<file path="src/rtl/mdm_pkg.sv">
package mdm_pkg;
  localparam int FRAME_BITS = 64;
  localparam int PRE_BITS   = 32;
  localparam int TA_POS     = 46;
  localparam int DATA_POS   = 48;
  localparam int DATA_W     = 16;
  localparam int ADDR_W     = 5;
  localparam int IDX_W      = $clog2(FRAME_BITS);

  localparam int CMD_WR_BIT = 27;
  localparam int CMD_RD_BIT = 26;
  localparam int REG_LSB    = 21;
  localparam int PHY_LSB    = 16;

  localparam logic [IDX_W-1:0] TA_IDX   = IDX_W'(TA_POS);
  localparam logic [IDX_W-1:0] DATA_IDX = IDX_W'(DATA_POS);
  localparam logic [IDX_W-1:0] LAST_IDX = IDX_W'(FRAME_BITS - 1);

  typedef logic [FRAME_BITS-1:0] frame_t;
  typedef logic [ADDR_W-1:0]     maddr_t;
  typedef logic [DATA_W-1:0]     mdata_t;

  // Serial image of one management frame, first bit in the MSB.
  function automatic frame_t build_frame(logic is_rd, maddr_t phy, maddr_t regad, mdata_t wd);
    logic [1:0] op;
    logic [1:0] ta;
    mdata_t     payload;
    op      = is_rd ? 2'b10 : 2'b01;
    ta      = is_rd ? 2'b11 : 2'b10;
    payload = is_rd ? '1 : wd;
    return {{PRE_BITS{1'b1}}, 2'b01, op, phy, regad, ta, payload};
  endfunction

  // True when the master must not drive MDIO at this bit position.
  function automatic logic line_released(logic is_rd, logic [IDX_W-1:0] idx);
    return is_rd && (idx >= TA_IDX);
  endfunction

  function automatic logic [31:0] pack_cmd(logic wr_busy, logic rd_busy, maddr_t regad,
                                           maddr_t phy, mdata_t result);
    return {4'b0000, wr_busy, rd_busy, regad, phy, result};
  endfunction
endpackage

</file>
<file path="src/rtl/mdm_clk_div.sv">
module mdm_clk_div #(
  parameter int HALF_DIV = 10
) (
  input  logic clk,
  input  logic rst_n,
  input  logic en,
  output logic mdc,
  output logic rise_tick,
  output logic fall_tick
);
  localparam int CW = $clog2(HALF_DIV + 1);
  localparam logic [CW-1:0] LAST  = CW'(HALF_DIV - 1);
  localparam logic [CW-1:0] HALFV = CW'(HALF_DIV);

  logic [CW-1:0] cnt;
  logic          wrap;

  assign wrap      = en && (cnt == LAST);
  assign rise_tick = wrap && !mdc;
  assign fall_tick = wrap && mdc;

  always_ff @(posedge clk) begin
    if (!rst_n || !en) begin
      cnt <= '0;
      mdc <= 1'b0;
    end else if (wrap) begin
      cnt <= '0;
      mdc <= ~mdc;
    end else begin
      cnt <= cnt + CW'(1);
    end
  end

  // Independent count of cycles spent high, checked on each falling edge.
  logic [CW-1:0] hi_cnt;
  always_ff @(posedge clk) begin
    if (!rst_n || !mdc) hi_cnt <= '0;
    else                hi_cnt <= hi_cnt + CW'(1);
  end

  p_mdc_high_len_r10: assert property (@(posedge clk) disable iff (!rst_n)
    $fell(mdc) |-> (hi_cnt == HALFV));
endmodule

</file>
<file path="src/rtl/mdm_frame_eng.sv">
module mdm_frame_eng
  import mdm_pkg::*;
(
  input  logic   clk,
  input  logic   rst_n,
  input  logic   start,
  input  logic   start_rd,
  input  maddr_t phy,
  input  maddr_t regad,
  input  mdata_t wdata,
  input  logic   rise_tick,
  input  logic   fall_tick,
  input  logic   mdio_i,
  output logic   running,
  output logic   mdio_o,
  output logic   mdio_oe,
  output logic   done,
  output mdata_t rx_data
);
  frame_t           shreg;
  frame_t           new_frame;
  logic [IDX_W-1:0] idx;
  logic [IDX_W-1:0] nxt_idx;
  logic             is_rd;
  logic             last_bit;
  logic             sample_now;

  assign new_frame  = build_frame(start_rd, phy, regad, wdata);
  assign nxt_idx    = idx + IDX_W'(1);
  assign last_bit   = (idx == LAST_IDX);
  assign done       = running && fall_tick && last_bit;
  assign sample_now = running && rise_tick && is_rd && (idx >= DATA_IDX);

  always_ff @(posedge clk) begin
    if (!rst_n) begin
      shreg   <= '0;
      idx     <= '0;
      is_rd   <= 1'b0;
      running <= 1'b0;
      mdio_o  <= 1'b1;
      mdio_oe <= 1'b0;
      rx_data <= '0;
    end else if (start) begin
      shreg   <= new_frame;
      idx     <= '0;
      is_rd   <= start_rd;
      running <= 1'b1;
      mdio_o  <= new_frame[FRAME_BITS-1];
      mdio_oe <= 1'b1;
    end else if (running) begin
      if (sample_now) rx_data <= {rx_data[DATA_W-2:0], mdio_i};
      if (fall_tick) begin
        if (last_bit) begin
          running <= 1'b0;
          mdio_oe <= 1'b0;
          mdio_o  <= 1'b1;
        end else begin
          idx     <= nxt_idx;
          shreg   <= shreg << 1;
          mdio_o  <= shreg[FRAME_BITS-2];
          mdio_oe <= !line_released(is_rd, nxt_idx);
        end
      end
    end
  end

  p_mdio_moves_at_fall_r9: assert property (@(posedge clk) disable iff (!rst_n)
    !$stable(mdio_o) |-> $past(fall_tick));

  p_released_in_read_r3: assert property (@(posedge clk) disable iff (!rst_n)
    (running && is_rd && idx >= TA_IDX) |-> !mdio_oe);

  p_idle_released_r1: assert property (@(posedge clk) disable iff (!rst_n)
    !running |-> !mdio_oe);
endmodule

</file>
<file path="src/rtl/mdm_mgmt_master.sv">
module mdm_mgmt_master
  import mdm_pkg::*;
#(
  parameter int HALF_DIV = 10
) (
  input  logic        clk,
  input  logic        rst_n,
  input  logic        bus_sel,
  input  logic        bus_we,
  input  logic [2:0]  bus_addr,
  input  logic [31:0] bus_wdata,
  output logic [31:0] bus_rdata,
  output logic        mdc_o,
  output logic        mdio_o,
  output logic        mdio_oe,
  input  logic        mdio_i
);
  localparam logic [2:0] OFS_CMD  = 3'd0;
  localparam logic [2:0] OFS_DATA = 3'd4;

  mdata_t wdata_q;
  mdata_t result_q;
  maddr_t phy_q;
  maddr_t reg_q;
  logic   rd_busy;
  logic   wr_busy;

  logic   busy;
  logic   cmd_wr;
  logic   data_wr;
  logic   go_rd;
  logic   go_wr;
  logic   start;
  maddr_t cmd_phy;
  maddr_t cmd_reg;
  logic   running;
  logic   done;
  logic   rise_tick;
  logic   fall_tick;
  mdata_t rx_data;
  logic   unused_hi;

  assign busy    = rd_busy || wr_busy;
  assign cmd_wr  = bus_sel && bus_we && (bus_addr == OFS_CMD);
  assign data_wr = bus_sel && bus_we && (bus_addr == OFS_DATA);
  assign cmd_phy = bus_wdata[PHY_LSB +: ADDR_W];
  assign cmd_reg = bus_wdata[REG_LSB +: ADDR_W];
  assign go_rd   = cmd_wr && !busy && bus_wdata[CMD_RD_BIT];
  assign go_wr   = cmd_wr && !busy && bus_wdata[CMD_WR_BIT] && !bus_wdata[CMD_RD_BIT];
  assign start   = go_rd || go_wr;
  assign unused_hi = ^bus_wdata[31:28];

  always_ff @(posedge clk) begin
    if (!rst_n) begin
      wdata_q  <= '0;
      result_q <= '0;
      phy_q    <= '0;
      reg_q    <= '0;
      rd_busy  <= 1'b0;
      wr_busy  <= 1'b0;
    end else begin
      if (data_wr) wdata_q <= bus_wdata[DATA_W-1:0];
      if (cmd_wr && !busy) begin
        phy_q   <= cmd_phy;
        reg_q   <= cmd_reg;
        rd_busy <= go_rd;
        wr_busy <= go_wr;
      end else if (done) begin
        if (rd_busy) result_q <= rx_data;
        rd_busy <= 1'b0;
        wr_busy <= 1'b0;
      end
    end
  end

  always_comb begin
    case (bus_addr)
      OFS_CMD:  bus_rdata = pack_cmd(wr_busy, rd_busy, reg_q, phy_q, result_q);
      OFS_DATA: bus_rdata = {16'h0000, wdata_q};
      default:  bus_rdata = '0;
    endcase
  end

  mdm_clk_div #(.HALF_DIV(HALF_DIV)) clk_div_i (
    .clk       (clk),
    .rst_n     (rst_n),
    .en        (running),
    .mdc       (mdc_o),
    .rise_tick (rise_tick),
    .fall_tick (fall_tick)
  );

  mdm_frame_eng frame_i (
    .clk       (clk),
    .rst_n     (rst_n),
    .start     (start),
    .start_rd  (go_rd),
    .phy       (cmd_phy),
    .regad     (cmd_reg),
    .wdata     (wdata_q),
    .rise_tick (rise_tick),
    .fall_tick (fall_tick),
    .mdio_i    (mdio_i),
    .running   (running),
    .mdio_o    (mdio_o),
    .mdio_oe   (mdio_oe),
    .done      (done),
    .rx_data   (rx_data)
  );

  p_one_busy_r8: assert property (@(posedge clk) disable iff (!rst_n)
    $onehot0({rd_busy, wr_busy}));

  p_ignore_while_busy_r7: assert property (@(posedge clk) disable iff (!rst_n)
    (busy && cmd_wr) |=> ($stable(phy_q) && $stable(reg_q)));

  p_result_held_r4: assert property (@(posedge clk) disable iff (!rst_n)
    (busy && !done) |=> $stable(result_q));

  p_mdc_low_idle_r1: assert property (@(posedge clk) disable iff (!rst_n)
    !busy |-> !mdc_o);

  p_busy_tracks_frame_r5: assert property (@(posedge clk) disable iff (!rst_n)
    running |-> busy);
endmodule

</file>
<file path="config.mk">
export PLATFORM = sky130hd
export DESIGN_NAME = mdm_mgmt_master
export DESIGN_NICKNAME = d
export VERILOG_FILES = /design/src/rtl/mdm_pkg.sv /design/src/rtl/mdm_clk_div.sv /design/src/rtl/mdm_frame_eng.sv /design/src/rtl/mdm_mgmt_master.sv
export SDC_FILE = /design/constraint.sdc
export NUM_CORES = 1
export LEC_CHECK = 0
export BUFFER_PORTS_ARGS = -buffer_cell sky130_fd_sc_hd__buf_4
export CORE_ASPECT_RATIO = 0.6
export CORE_MARGIN = 2
export CORE_UTILIZATION = 44
export CTS_BUF_LIST = sky130_fd_sc_hd__clkbuf_8
export DETAILED_ROUTE_END_ITERATION = 12
export PLACE_DENSITY = 0.73
export SYNTH_ARGS = -nofsm -noshare
export SYNTH_HDL_FRONTEND = slang
export SYNTH_SLANG_ARGS = --single-unit
</file>
<file path="constraint.sdc">
create_clock -name clk -period 1.85 [get_ports clk]
set_clock_uncertainty 0.1 [all_clocks]
set_input_delay 0.37 -clock clk [delete_from_list [all_inputs] [get_ports clk]]
set_output_delay 0.37 -clock clk [all_outputs]
set_load 0.03 [all_outputs]
</file>
==> results.sh <==
export IMPL_nets=797
export IMPL_area_growth_synth_to_final_pct=27.4
export IMPL_flop_to_flop_setup_slack_ns=0.05
export IMPL_cts_clk_slew_worst_paths_ns=0.09
export IMPL_rows=31
export IMPL_yosys_most_used_dff="dfxtp_1"
export IMPL_report_final_setup_viol=0
export IMPL_detail_route_wirelength_mm=15.1
export IMPL_outcome="finished, final reports clean"
export IMPL_finalMaxSlewViolations=0
export IMPL_vdd_drop_max_mv=0.432
export IMPL_worst_path_max_fanout=9
export IMPL_synth_seq_area_share=0.490
export IMPL_total_power_mw=5.65
export IMPL_via_per_inst=5.60
export IMPL_multi_input_comb_area_sq_um=2730
export IMPL_antenna_violations_before_repair=0
export IMPL_synth_cells=675
export IMPL_startpoint_class="flip-flop"
export IMPL_vias=5211
export IMPL_tritoncts="built"
export IMPL_vias_in_the_first_global_route=4933
export IMPL_fmax_mhz=556
export IMPL_tightest_slew_ns=0.533
export IMPL_clock_latency_ns=0.45
export IMPL_min_delay_path_class="in2reg"
export IMPL_timing_hold_violations_final=0
export IMPL_numCtsBuffers=17
export IMPL_fp_dieW_um=150
export IMPL_global_route_usage_total=0.220
export IMPL_dp_final_hpwl_mm=9.76
export IMPL_finalWorstPathRequiredPeriod_ns=1.80
export IMPL_final_common_cell="nand2_1"
export IMPL_fin_crit_share=0.972
export IMPL_synthArstFlopShare=0
export IMPL_clock_sink_count=138
export IMPL_final_seq_area_sq_um=2770
export IMPL_num_antenna_cells=0
export IMPL_drt_pass1_iter_count=5
export IMPL_height_of_the_die_um=91.7
export IMPL_cts_max_level=4
export IMPL_globalRouteOverflowTotal=0
export IMPL_gp_routability_congestion=0.848
export IMPL_ant_nets=0
export IMPL_ctsLongestPathBuffers=2
export IMPL_cellPowerDensity_nw_per_um2=786
export IMPL_yosysUniqueCellTypes=49
export IMPL_crit_type="reg2reg"
export IMPL_die_area_sq_um=13800
export IMPL_synth_enable_flop_cells=0
export IMPL_root_buffer="clkbuf_8"
export IMPL_post_cts_hold_buffer_count=0
export IMPL_synth_cell_area_sq_um=5640
export IMPL_worst_endpoint_arrival_ns=2.03
export IMPL_drc=0
export IMPL_critical_path_required_ns=2.08
export IMPL_start_util=0.459
export IMPL_ys_warnings_count=0
export IMPL_grt_first_pass_wirelength_mm=24.1
export IMPL_yosys_register_bits=138
export IMPL_whs_ns=0.0657
export IMPL_max_cap_viol_count=0
export IMPL_average_detailed_routed_wire_length_per_instance_um=16.2
export IMPL_most_frequent_cells_in_the_layout="nand2_1 (167), dfxtp_1 (135), buf_4 (92), a21oi_1 (56), a31oi_1 (43)"
export IMPL_endpoint_kind="flip-flop"
export IMPL_io_pins=75
export IMPL_drive_gt1_frac=0.248
export IMPL_synthesis_area_per_instance_sq_um=8.36
export IMPL_slew_headroom=0.644
export IMPL_portBuffers=66
export IMPL_floorplan_core_area_sq_um=12300
export IMPL_total_leakage_power_nw=2.60
export IMPL_maximum_number_of_pins_on_one_net_before_global_route_repair=47
export IMPL_drt_iter0_drc=403
export IMPL_n_fill_cell=1053
[metal layers]
| layer | global-route usage | wire (um) |
|---|---|---|
| met3 | 0.0657 | 1120 |
| met2 | 0.318 | 6460 |
| met4 | 0.0605 | 138 |
| met5 | 0 | 0 |
| met1 | 0.316 | 7370 |
[power breakdown]
group	leakage, nW	internal, mW	switching [mW]
combinational	1.29	0.112	0.152
sequential	1.11	3.00	0.0189
clock	0.191	1.09	1.28
total	2.60	4.20	1.45
[synth_stat cells, drive strengths merged, types with 2 or more instances]
library cell / count / share of area
nand4b: 3 / 0.0084
nand2: 167 / 0.11
a211oi: 2 / 0.0027
a22oi: 2 / 0.0027
buf: 21 / 0.022
dfxtp: 138 / 0.49
ha: 4 / 0.0089
and3: 4 / 0.0044
and2: 14 / 0.016
o21ai: 34 / 0.030
nor3: 2 / 0.0038
a311oi: 2 / 0.0062
nand3: 27 / 0.024
xor2: 2 / 0.0031
nor2: 27 / 0.018
a22o: 16 / 0.025
clkbuf: 35 / 0.024
o22ai: 27 / 0.030
a21oi: 57 / 0.051
o211ai: 3 / 0.0049
mux2i: 16 / 0.028
a31oi: 44 / 0.049
inv: 7 / 0.0047
xnor2: 5 / 0.0078
[worst max-delay path, stage by stage, from the launching register on]
cell       delay [ns]
dfxtp_2          0.34
inv_1            0.09
ha_4             0.15
and4b_4          0.31
nand4_1          0.11
buf_4            0.18
clkbuf_16        0.17
o21ai_0          0.15
a21oi_1          0.08
[through the flow]
| stage | TNS, ns | instances | worst slack (ns) | area (sq um) | utilization |
|---|---|---|---|---|---|
| floorplan | -0.0652 | 678 | -0.00652 | 5680 | - |
| global placement | -0.0706 | 891 | -0.0350 | 6590 | 0.536 |
| detailed placement | -0.818 | 891 | -0.0890 | 6590 | 0.536 |
| CTS | -0.00984 | 926 | -0.00984 | 7010 | 0.570 |
| global route | -0.125 | 931 | -0.0257 | 7190 | 0.585 |
| finish | 0 | 931 | 0.0520 | 7190 | 0.585 |
[layout make-up]
| class | instances | area share |
|---|---|---|
| clock inverter | 15 | 0.0200 |
| tap | 165 | 0.0287 |
| multi-input combinational | 477 | 0.380 |
| timing repair buffer | 111 | 0.149 |
| clock buffer | 17 | 0.0326 |
| inverter | 8 | 0.00418 |
| sequential | 138 | 0.385 |
[sequential cells by signal, indices dropped and copies added, names as in the netlist]
name,cells
wdata_q,16
frame_i.idx,6
frame_i.rx_data,16
frame_i.running,1
frame_i.is_rd,1
wr_busy,1
rd_busy,1
reg_q,5
frame_i.mdio_oe,1
frame_i.shreg,63
phy_q,5
clk_div_i.mdc,1
clk_div_i.cnt,4
result_q,16
frame_i.mdio_o,1
[path summary, 6_finish.rpt]
check,cells after the start,startpoint,to
worst min-delay path,3,mdio_i,frame_i.rx_data[0]
worst max register to register,8,clk_div_i.cnt[1],result_q[5]
worst min register to register,2,phy_q[4],phy_q[4]
worst max-delay path,8,clk_div_i.cnt[1],result_q[5]
[cell families (layout without fill, tap and decap cells)]
| group | after synthesis | count (layout) | share of synthesized area |
|---|---|---|---|
| mux | 17 | 17 | 0.0304 |
| fa+ha+maj | 4 | 4 | 0.00887 |
| simple gates | 252 | 252 | 0.200 |
| flops | 138 | 138 | 0.490 |
| compound gates | 192 | 193 | 0.209 |
| buf+inv | 64 | 151 | 0.0508 |
| xor+xnor | 7 | 7 | 0.0109 |
| other cells | 1 | 4 | 0.000665 |
[timing repair]
| item | CTS | global route |
|---|---|---|
| pin swaps | 2 | 4 |
| endpoints found under the setup margin | 39 | 81 |
| setup buffers | 2 | 2 |
| gates resized for setup | 6 | 29 |
| gates cloned | 1 | 3 |
No activity file was read; power rests on OpenSTA's default activity.
